--- config.mk ---
export PLATFORM = sky130hd
export DESIGN_NAME = serial_cfg_slave
export DESIGN_NICKNAME = d
export VERILOG_FILES = /design/src/rtl/cfgs_pkg.sv /design/src/rtl/cfgs_line_filter.sv /design/src/rtl/cfgs_bus_events.sv /design/src/rtl/cfgs_rx_ctrl.sv /design/src/rtl/cfgs_reg_bank.sv /design/src/rtl/serial_cfg_slave.sv
export SDC_FILE = /design/constraint.sdc
export NUM_CORES = 1
export LEC_CHECK = 0
export BUFFER_PORTS_ARGS = -buffer_cell sky130_fd_sc_hd__buf_4
export CAP_MARGIN = 20
export CORE_AREA = 2 2 91 128
export CTS_CLUSTER_SIZE = 16
export DETAILED_ROUTE_END_ITERATION = 7
export DIE_AREA = 0 0 93 130
export GPL_TIMING_DRIVEN = 0
export HOLD_SLACK_MARGIN = 0.12
export SYNTH_ARGS = -nofsm -noshare
export SYNTH_HDL_FRONTEND = slang
export SYNTH_SLANG_ARGS = --single-unit
--- constraint.sdc ---
create_clock -name clk_i -period 1.9 [get_ports clk_i]
set_input_delay 0.38 -clock clk_i [delete_from_list [all_inputs] [get_ports clk_i]]
set_output_delay 0.38 -clock clk_i [all_outputs]
set_load 0.03 [all_outputs]
--- src/rtl/cfgs_pkg.sv ---
package cfgs_pkg;
  localparam int unsigned BYTE_W   = 8;
  localparam logic [7:0]  DEF_ADDR = 8'b1101_0010;

  typedef enum logic [1:0] {
    MODE_NORMAL = 2'b00,
    MODE_TEST   = 2'b01,
    MODE_SPREAD = 2'b10,
    MODE_HIZ    = 2'b11
  } cfgs_mode_e;
endpackage

--- src/rtl/cfgs_line_filter.sv ---
module cfgs_line_filter #(
  parameter int unsigned SYNC_STAGES = 2,
  parameter int unsigned WIN         = 3
) (
  input  logic clk_i,
  input  logic rst_ni,
  input  logic line_i,
  output logic line_o
);
  localparam int unsigned CNT_W = $clog2(WIN + 1);

  logic [SYNC_STAGES-1:0] sync_q;
  logic [WIN-1:0]         win_q;
  logic [CNT_W-1:0]       ones;

  always_ff @(posedge clk_i or negedge rst_ni) begin
    if (!rst_ni) begin
      sync_q <= '1;
      win_q  <= '1;
      line_o <= 1'b1;
    end else begin
      sync_q <= {sync_q[SYNC_STAGES-2:0], line_i};
      win_q  <= {win_q[WIN-2:0], sync_q[SYNC_STAGES-1]};
      line_o <= (ones > CNT_W'(WIN / 2));
    end
  end

  always_comb begin
    ones = '0;
    for (int i = 0; i < int'(WIN); i++) ones = ones + CNT_W'(win_q[i]);
  end
endmodule

--- src/rtl/cfgs_bus_events.sv ---
module cfgs_bus_events (
  input  logic clk_i,
  input  logic rst_ni,
  input  logic scl_i,
  input  logic sda_i,
  output logic scl_rise_o,
  output logic scl_fall_o,
  output logic start_o,
  output logic stop_o
);
  logic scl_q, sda_q;

  always_ff @(posedge clk_i or negedge rst_ni) begin
    if (!rst_ni) begin
      scl_q <= 1'b1;
      sda_q <= 1'b1;
    end else begin
      scl_q <= scl_i;
      sda_q <= sda_i;
    end
  end

  assign scl_rise_o = scl_i & ~scl_q;
  assign scl_fall_o = ~scl_i & scl_q;
  // data edge with clock held high on both samples
  assign start_o    = scl_i & scl_q & sda_q & ~sda_i;
  assign stop_o     = scl_i & scl_q & ~sda_q & sda_i;
endmodule

--- src/rtl/cfgs_rx_ctrl.sv ---
module cfgs_rx_ctrl import cfgs_pkg::*; #(
  parameter int unsigned NREG       = 7,
  parameter int unsigned SKIP_BYTES = 2,
  parameter logic [7:0]  SLV_ADDR   = DEF_ADDR,
  localparam int unsigned RIDX_W    = $clog2(NREG),
  localparam int unsigned BIT_W     = $clog2(BYTE_W)
) (
  input  logic              clk_i,
  input  logic              rst_ni,
  input  logic              scl_rise_i,
  input  logic              scl_fall_i,
  input  logic              start_i,
  input  logic              stop_i,
  input  logic              sda_i,
  output logic              wr_en_o,
  output logic [RIDX_W-1:0] wr_reg_o,
  output logic [BIT_W-1:0]  wr_bit_o,
  output logic              wr_val_o,
  output logic              ack_o
);
  localparam int unsigned DATA_BASE = 1 + SKIP_BYTES;
  localparam int unsigned BN_W      = $clog2(DATA_BASE + NREG + 1) + 1;
  localparam logic [BN_W-1:0] BN_MAX = '1;

  logic              in_xfer, addr_ok, in_ack, bit_pend, bit_q;
  logic [BN_W-1:0]   byte_num;
  logic [BIT_W-1:0]  bit_cnt;
  logic [BYTE_W-2:0] sh_q;
  logic              last_bit, addr_match, in_range;

  assign last_bit   = (bit_cnt == BIT_W'(BYTE_W - 1));
  assign addr_match = ({sh_q, bit_q} == SLV_ADDR);
  assign in_range   = (byte_num >= BN_W'(DATA_BASE)) &&
                      (byte_num <  BN_W'(DATA_BASE + NREG));

  assign wr_en_o  = scl_fall_i & in_xfer & bit_pend & ~in_ack & addr_ok & in_range;
  assign wr_reg_o = RIDX_W'(byte_num - BN_W'(DATA_BASE));
  assign wr_bit_o = BIT_W'(BYTE_W - 1) - bit_cnt;
  assign wr_val_o = bit_q;

  always_ff @(posedge clk_i or negedge rst_ni) begin
    if (!rst_ni) begin
      in_xfer  <= 1'b0;
      addr_ok  <= 1'b0;
      in_ack   <= 1'b0;
      bit_pend <= 1'b0;
      bit_q    <= 1'b0;
      byte_num <= '0;
      bit_cnt  <= '0;
      sh_q     <= '0;
      ack_o    <= 1'b0;
    end else if (start_i) begin
      in_xfer  <= 1'b1;
      addr_ok  <= 1'b0;
      in_ack   <= 1'b0;
      bit_pend <= 1'b0;
      byte_num <= '0;
      bit_cnt  <= '0;
      ack_o    <= 1'b0;
    end else if (stop_i) begin
      in_xfer  <= 1'b0;
      in_ack   <= 1'b0;
      bit_pend <= 1'b0;
      ack_o    <= 1'b0;
    end else if (in_xfer) begin
      if (scl_rise_i && !in_ack) begin
        bit_pend <= 1'b1;
        bit_q    <= sda_i;
      end else if (scl_fall_i) begin
        if (in_ack) begin
          in_ack  <= 1'b0;
          ack_o   <= 1'b0;
          bit_cnt <= '0;
          if (byte_num != BN_MAX) byte_num <= byte_num + 1'b1;
        end else if (bit_pend) begin
          // bit is committed only once its clock pulse ends cleanly
          bit_pend <= 1'b0;
          sh_q     <= {sh_q[BYTE_W-3:0], bit_q};
          bit_cnt  <= bit_cnt + 1'b1;
          if (last_bit) begin
            if (byte_num == '0 && !addr_match) begin
              in_xfer <= 1'b0;
            end else begin
              in_ack <= 1'b1;
              ack_o  <= 1'b1;
              if (byte_num == '0) addr_ok <= 1'b1;
            end
          end
        end
      end
    end
  end
endmodule

--- src/rtl/cfgs_reg_bank.sv ---
module cfgs_reg_bank import cfgs_pkg::*; #(
  parameter int unsigned NREG = 7,
  parameter logic [NREG*BYTE_W-1:0] RST_VAL = '0,
  localparam int unsigned RIDX_W = $clog2(NREG),
  localparam int unsigned BIT_W  = $clog2(BYTE_W)
) (
  input  logic                   clk_i,
  input  logic                   rst_ni,
  input  logic                   wr_en_i,
  input  logic [RIDX_W-1:0]      wr_reg_i,
  input  logic [BIT_W-1:0]       wr_bit_i,
  input  logic                   wr_val_i,
  output logic [NREG*BYTE_W-1:0] regs_o
);
  for (genvar k = 0; k < NREG; k++) begin : g_reg
    logic [BYTE_W-1:0] r_q;
    always_ff @(posedge clk_i or negedge rst_ni) begin
      if (!rst_ni)
        r_q <= RST_VAL[k*BYTE_W +: BYTE_W];
      else if (wr_en_i && wr_reg_i == RIDX_W'(k))
        r_q[wr_bit_i] <= wr_val_i;
    end
    assign regs_o[k*BYTE_W +: BYTE_W] = r_q;
  end
endmodule

--- src/rtl/serial_cfg_slave.sv ---
module serial_cfg_slave import cfgs_pkg::*; #(
  parameter int unsigned NREG        = 7,
  parameter int unsigned SKIP_BYTES  = 2,
  parameter logic [7:0]  SLV_ADDR    = DEF_ADDR,
  parameter int unsigned SYNC_STAGES = 2,
  parameter int unsigned FILT_WIN    = 3,
  parameter logic [NREG*BYTE_W-1:0] RST_VAL = 56'h00_13_0F_FF_7F_CF_00,
  localparam int unsigned REGS_W = NREG * BYTE_W
) (
  input  logic              clk_i,
  input  logic              rst_ni,
  input  logic              scl_i,
  input  logic              sda_i,
  input  logic [2:0]        strap_code_i,
  output logic              sda_drive_o,
  output logic [REGS_W-1:0] cfg_regs_o,
  output logic [2:0]        freq_code_o,
  output logic [1:0]        mode_o
);
  localparam int unsigned RIDX_W = $clog2(NREG);
  localparam int unsigned BIT_W  = $clog2(BYTE_W);

  logic scl_f, sda_f;
  logic scl_rise, scl_fall, start_ev, stop_ev;
  logic wr_en, wr_val;
  logic [RIDX_W-1:0] wr_reg;
  logic [BIT_W-1:0]  wr_bit;
  cfgs_mode_e        mode;

  cfgs_line_filter #(.SYNC_STAGES(SYNC_STAGES), .WIN(FILT_WIN)) u_flt_scl (
    .clk_i, .rst_ni, .line_i(scl_i), .line_o(scl_f));
  cfgs_line_filter #(.SYNC_STAGES(SYNC_STAGES), .WIN(FILT_WIN)) u_flt_sda (
    .clk_i, .rst_ni, .line_i(sda_i), .line_o(sda_f));

  cfgs_bus_events u_evt (
    .clk_i, .rst_ni, .scl_i(scl_f), .sda_i(sda_f),
    .scl_rise_o(scl_rise), .scl_fall_o(scl_fall),
    .start_o(start_ev), .stop_o(stop_ev));

  cfgs_rx_ctrl #(.NREG(NREG), .SKIP_BYTES(SKIP_BYTES), .SLV_ADDR(SLV_ADDR)) u_ctrl (
    .clk_i, .rst_ni,
    .scl_rise_i(scl_rise), .scl_fall_i(scl_fall),
    .start_i(start_ev), .stop_i(stop_ev), .sda_i(sda_f),
    .wr_en_o(wr_en), .wr_reg_o(wr_reg), .wr_bit_o(wr_bit), .wr_val_o(wr_val),
    .ack_o(sda_drive_o));

  cfgs_reg_bank #(.NREG(NREG), .RST_VAL(RST_VAL)) u_bank (
    .clk_i, .rst_ni,
    .wr_en_i(wr_en), .wr_reg_i(wr_reg), .wr_bit_i(wr_bit), .wr_val_i(wr_val),
    .regs_o(cfg_regs_o));

  assign mode        = cfgs_mode_e'(cfg_regs_o[1:0]);
  assign mode_o      = mode;
  assign freq_code_o = cfg_regs_o[3] ? cfg_regs_o[6:4] : strap_code_i;
endmodule

==> impl_metrics.tcl <==
set metrics [dict create \
    crit_path_start_kind "register" \
    syn-instance-count 350 \
    power.static_leakage_nw 3.15 \
    final_cells 598 \
    viasPerCell 5.34 \
    synth.top_cell.area_share_pct 28.4 \
    max_slew_margin_pct 58.4 \
    synth_top_flop_cell "sky130_fd_sc_hd__dfrtp_1" \
    grt_pass1_wl_um 16700 \
    worstSetupPathType "reg -> reg" \
    max_stage_delay_ns 0.54 \
    final_max_slew_viol_count 0 \
    period_needed_ns 1.97 \
    gr-usage-met2_pct 32.0 \
    violations "setup timing" \
    area.sequential_um2 2330 \
    initial_core_utilization_pct 39.1 \
    cts_num_sinks 91 \
    synthesized_netlist_net_count 368 \
    worst_hold_path_type "in -> reg" \
    setup_viol 28 \
    timing.final.crit_share_pct 103 \
    cts_root_buf "sky130_fd_sc_hd__clkbuf_16" \
    netSwitchingPower_mw 1.30 \
    num_io_pins 69 \
    timing.critical_path.buf_inv 2 \
    1st_pass_router_iterations 4 \
    max_freq_ghz 0.509 \
    synth_sequential_area_ratio_pct 54.0 \
    number_of_synthesized_flops_with_an_enable_pin 0 \
    timing.final.hold_violations 0 \
    globalRouteTotalUtil_pct 17.8 \
    antenna-diode-count 0 \
    p_per_area_nw_per_um2 707 \
    design_power_total_mw 4.59 \
    netlist_top_cells_area "sky130_fd_sc_hd__dfrtp_1 (28%), sky130_fd_sc_hd__dfstp_2 (26%), sky130_fd_sc_hd__mux2_2 (13%)" \
    clock_tree.htree_level_count 3 \
    drive_above_1_share_pct 67.4 \
    crit_family "simple AND/OR/NAND/NOR gates" \
    gp_routability_congestion 0.814 \
    synth_commonest_cells "sky130_fd_sc_hd__dfrtp_1 (49), sky130_fd_sc_hd__mux2_2 (48), sky130_fd_sc_hd__nor4_1 (44)" \
    route.detailed.wl_per_inst_um 18.4 \
    setup_slack_ns -0.0655 \
    grt_max_degree 49 \
    combinational_fraction_of_design_power_pct 15.2 \
    crit_required_ns 2.18 \
    cts_tree "done" \
    crit_path_end_kind "register" \
    worst_ir_drop_vdd_uv 416 \
    globalRouteMet3Util_pct 3.18 \
    dp_hpwl_um 6940 \
    post_synth_num_cell_types 48 \
    final.fill_count 835 \
    highest_delay_cell_along_the_critical_path "sky130_fd_sc_hd__dfstp_2" \
    grt_util_met1_pct 20.7 \
    final.setup_skew_ns 0.00861 \
    final_antenna_net_count 0 \
    grt_pass1_vias 3202 \
    cellInternalPower_mw 3.29 \
    fp.dieW_um 93 \
    max_cap_violations 0 \
    die_area_um2 12100 \
    critical_path.cell_chain "and4bb_4 > nand4_4 > buf_8 > buf_12 > nor4_4 > mux2_4" \
    floorplan.core_area_um2 11100 \
    synthArstFlopShare_pct 100 \
    placement_rows 46 \
    detail_route.iter0.violations 94 \
    post_synth_instance_area_um2 4320 \
    cts.clk_slew.worst_paths_ns 0.07 \
    multi_input_area_um2 2640 \
    share_seq_of_total_power_pct 45.0 \
    setup-tns-final_ns -0.880 \
    synth.avg_cell_area_um2 12.3 \
    swShare_pct 28.2 \
    vias 3193 \
    floorplan.die.height_um 130 \
    area_leader_netlist "sky130_fd_sc_hd__dfrtp_1" \
    yosys.cell_count.top_type "sky130_fd_sc_hd__dfrtp_1" \
    run_status "finished with violations" \
    clk_latency_ns 0.34 \
    route.final.wire_length_um 11000 \
    yosys_reg_bits 91 \
    tightestPinTransition_ns 0.624 \
    crit_path_max_fanout 6 \
    area_growth_pct 50.5 \
    antenna_found_initial 0 \
    clkPwrFrac_pct 39.8 \
    post-route-util_pct 58.8 \
    ctsLongestPathBuffers 2 \
    grt_most_used_layer "met2" \
    layout.nets 467 \
    placement.io_buffers 68 \
    grt_setup_unrepaired "yes" \
    grt.overflow.total 0 \
    crit_arrival_ns 2.24 \
    cts_inserted_buffers 9 \
    remaining_drc_errors 0 \
    yosys_warnings 0 \
    dp.cells 563 \
]
-- per-stage QoR --
step	setup slack (ns)	hold slack (ns)	cell area, µm²
CTS	-0.0775	0.132	6030
global route	-0.129	0.126	6500
detailed placement	-0.275	0.347	5100
floorplan	-0.0304	0.0844	4380
global placement	-0.252	0.346	5070
finish	-0.0655	0.141	6500
-- power groups by stage --
stage	logic (mW)	clock network (mW)	registers (mW)
finish	0.698	1.83	2.07
global route	0.764	1.96	2.07
CTS	0.637	1.86	2.07
detailed placement	0.564	0	2.10
global placement	0.545	0	2.10
floorplan	0.360	0	2.08
-- cells in the final DEF, fill, tap and decap left out, drive strengths merged, types with 3 or more instances in the layout --
cell type | Yosys | routed
nand3b | 3 | 3
nor2 | 12 | 12
nand4 | 9 | 9
dfstp | 42 | 42
nor4 | 48 | 48
a21o | 4 | 4
o21ai | 5 | 5
nand2b | 5 | 5
xnor2 | 3 | 3
nand2 | 11 | 11
clkbuf | 20 | 26
dfrtp | 49 | 49
ha | 11 | 11
inv | 8 | 10
a21oi | 7 | 7
buf | 10 | 102
nand3 | 5 | 5
nor3 | 3 | 3
mux2 | 68 | 68
-- cell type report --
| cell class | count | area share [%] |
|---|---|---|
| buffer | 26 | 3.60 |
| timing repair buffer | 92 | 11.9 |
| clock inverter | 5 | 0.924 |
| multi-input combinational | 221 | 40.7 |
| tap | 144 | 2.77 |
| inverter | 8 | 0.462 |
| clock buffer | 11 | 3.73 |
| sequential | 91 | 35.9 |
-- sequential cells by signal, indices dropped and copies added (netlist names), 2 cells and up --
signal,count
u_flt_sda.win_q,3
u_flt_scl.win_q,3
u_ctrl.bit_cnt,3
u_ctrl.sh_q,7
u_flt_scl.sync_q,2
u_flt_sda.sync_q,2
u_ctrl.byte_num,5
u_bank.g.r_q,56
-- cells by family (layout without fill, tap and decap cells) --
family          after synthesis  in the layout  synth area share (%)
mux                          68             68                  17.7
compound gates               24             24                  3.56
xor+xnor                      3              3                 0.609
simple gates                115            115                  16.8
flops                        91             91                  54.0
buf+inv                      38            142                  4.17
fa+ha+maj                    11             11                  3.19
-- per-layer routing --
| layer | part of all wire [%] | up-vias |
|---|---|---|
| met4 | 1.6 | 0 |
| met3 | 2.7 | 13 |
| met1 | 40 | 1634 |
| met5 | 0 | - |
| li1 | - | 1494 |
| met2 | 56 | 52 |
-- final timing paths --
path	from	end	slack, ns	cells after the start
worst max-delay path	u_evt.scl_q$_DFF_PN1_	u_bank.g_reg[1].r_q[7]$_DFFE_PN1P_	-0.07	6
worst min-delay path	scl_i	u_flt_scl.sync_q[0]$_DFF_PN1_	0.14	1
worst max register to register	u_evt.scl_q$_DFF_PN1_	u_bank.g_reg[1].r_q[7]$_DFFE_PN1P_	-0.07	6
worst min register to register	u_flt_scl.sync_q[0]$_DFF_PN1_	u_flt_scl.sync_q[1]$_DFF_PN1_	0.36	0
max in group asynchronous	rst_ni	u_bank.g_reg[5].r_q[0]$_DFFE_PN1P_	0.61	3
min in group asynchronous	rst_ni	u_bank.g_reg[0].r_q[0]$_DFFE_PN0P_	0.59	2
-- what timing repair did --
action / CTS / global route
setup buffers: 15 / 5
gates cloned: 0 / 2
hold buffers: 1 / 0
pin swaps: 14 / 17
setup endpoints to repair: 61 / 58
endpoints found under the hold margin: 21 / 0
gates resized for setup: 94 / 82
No activity file was read; power rests on OpenSTA's default activity.
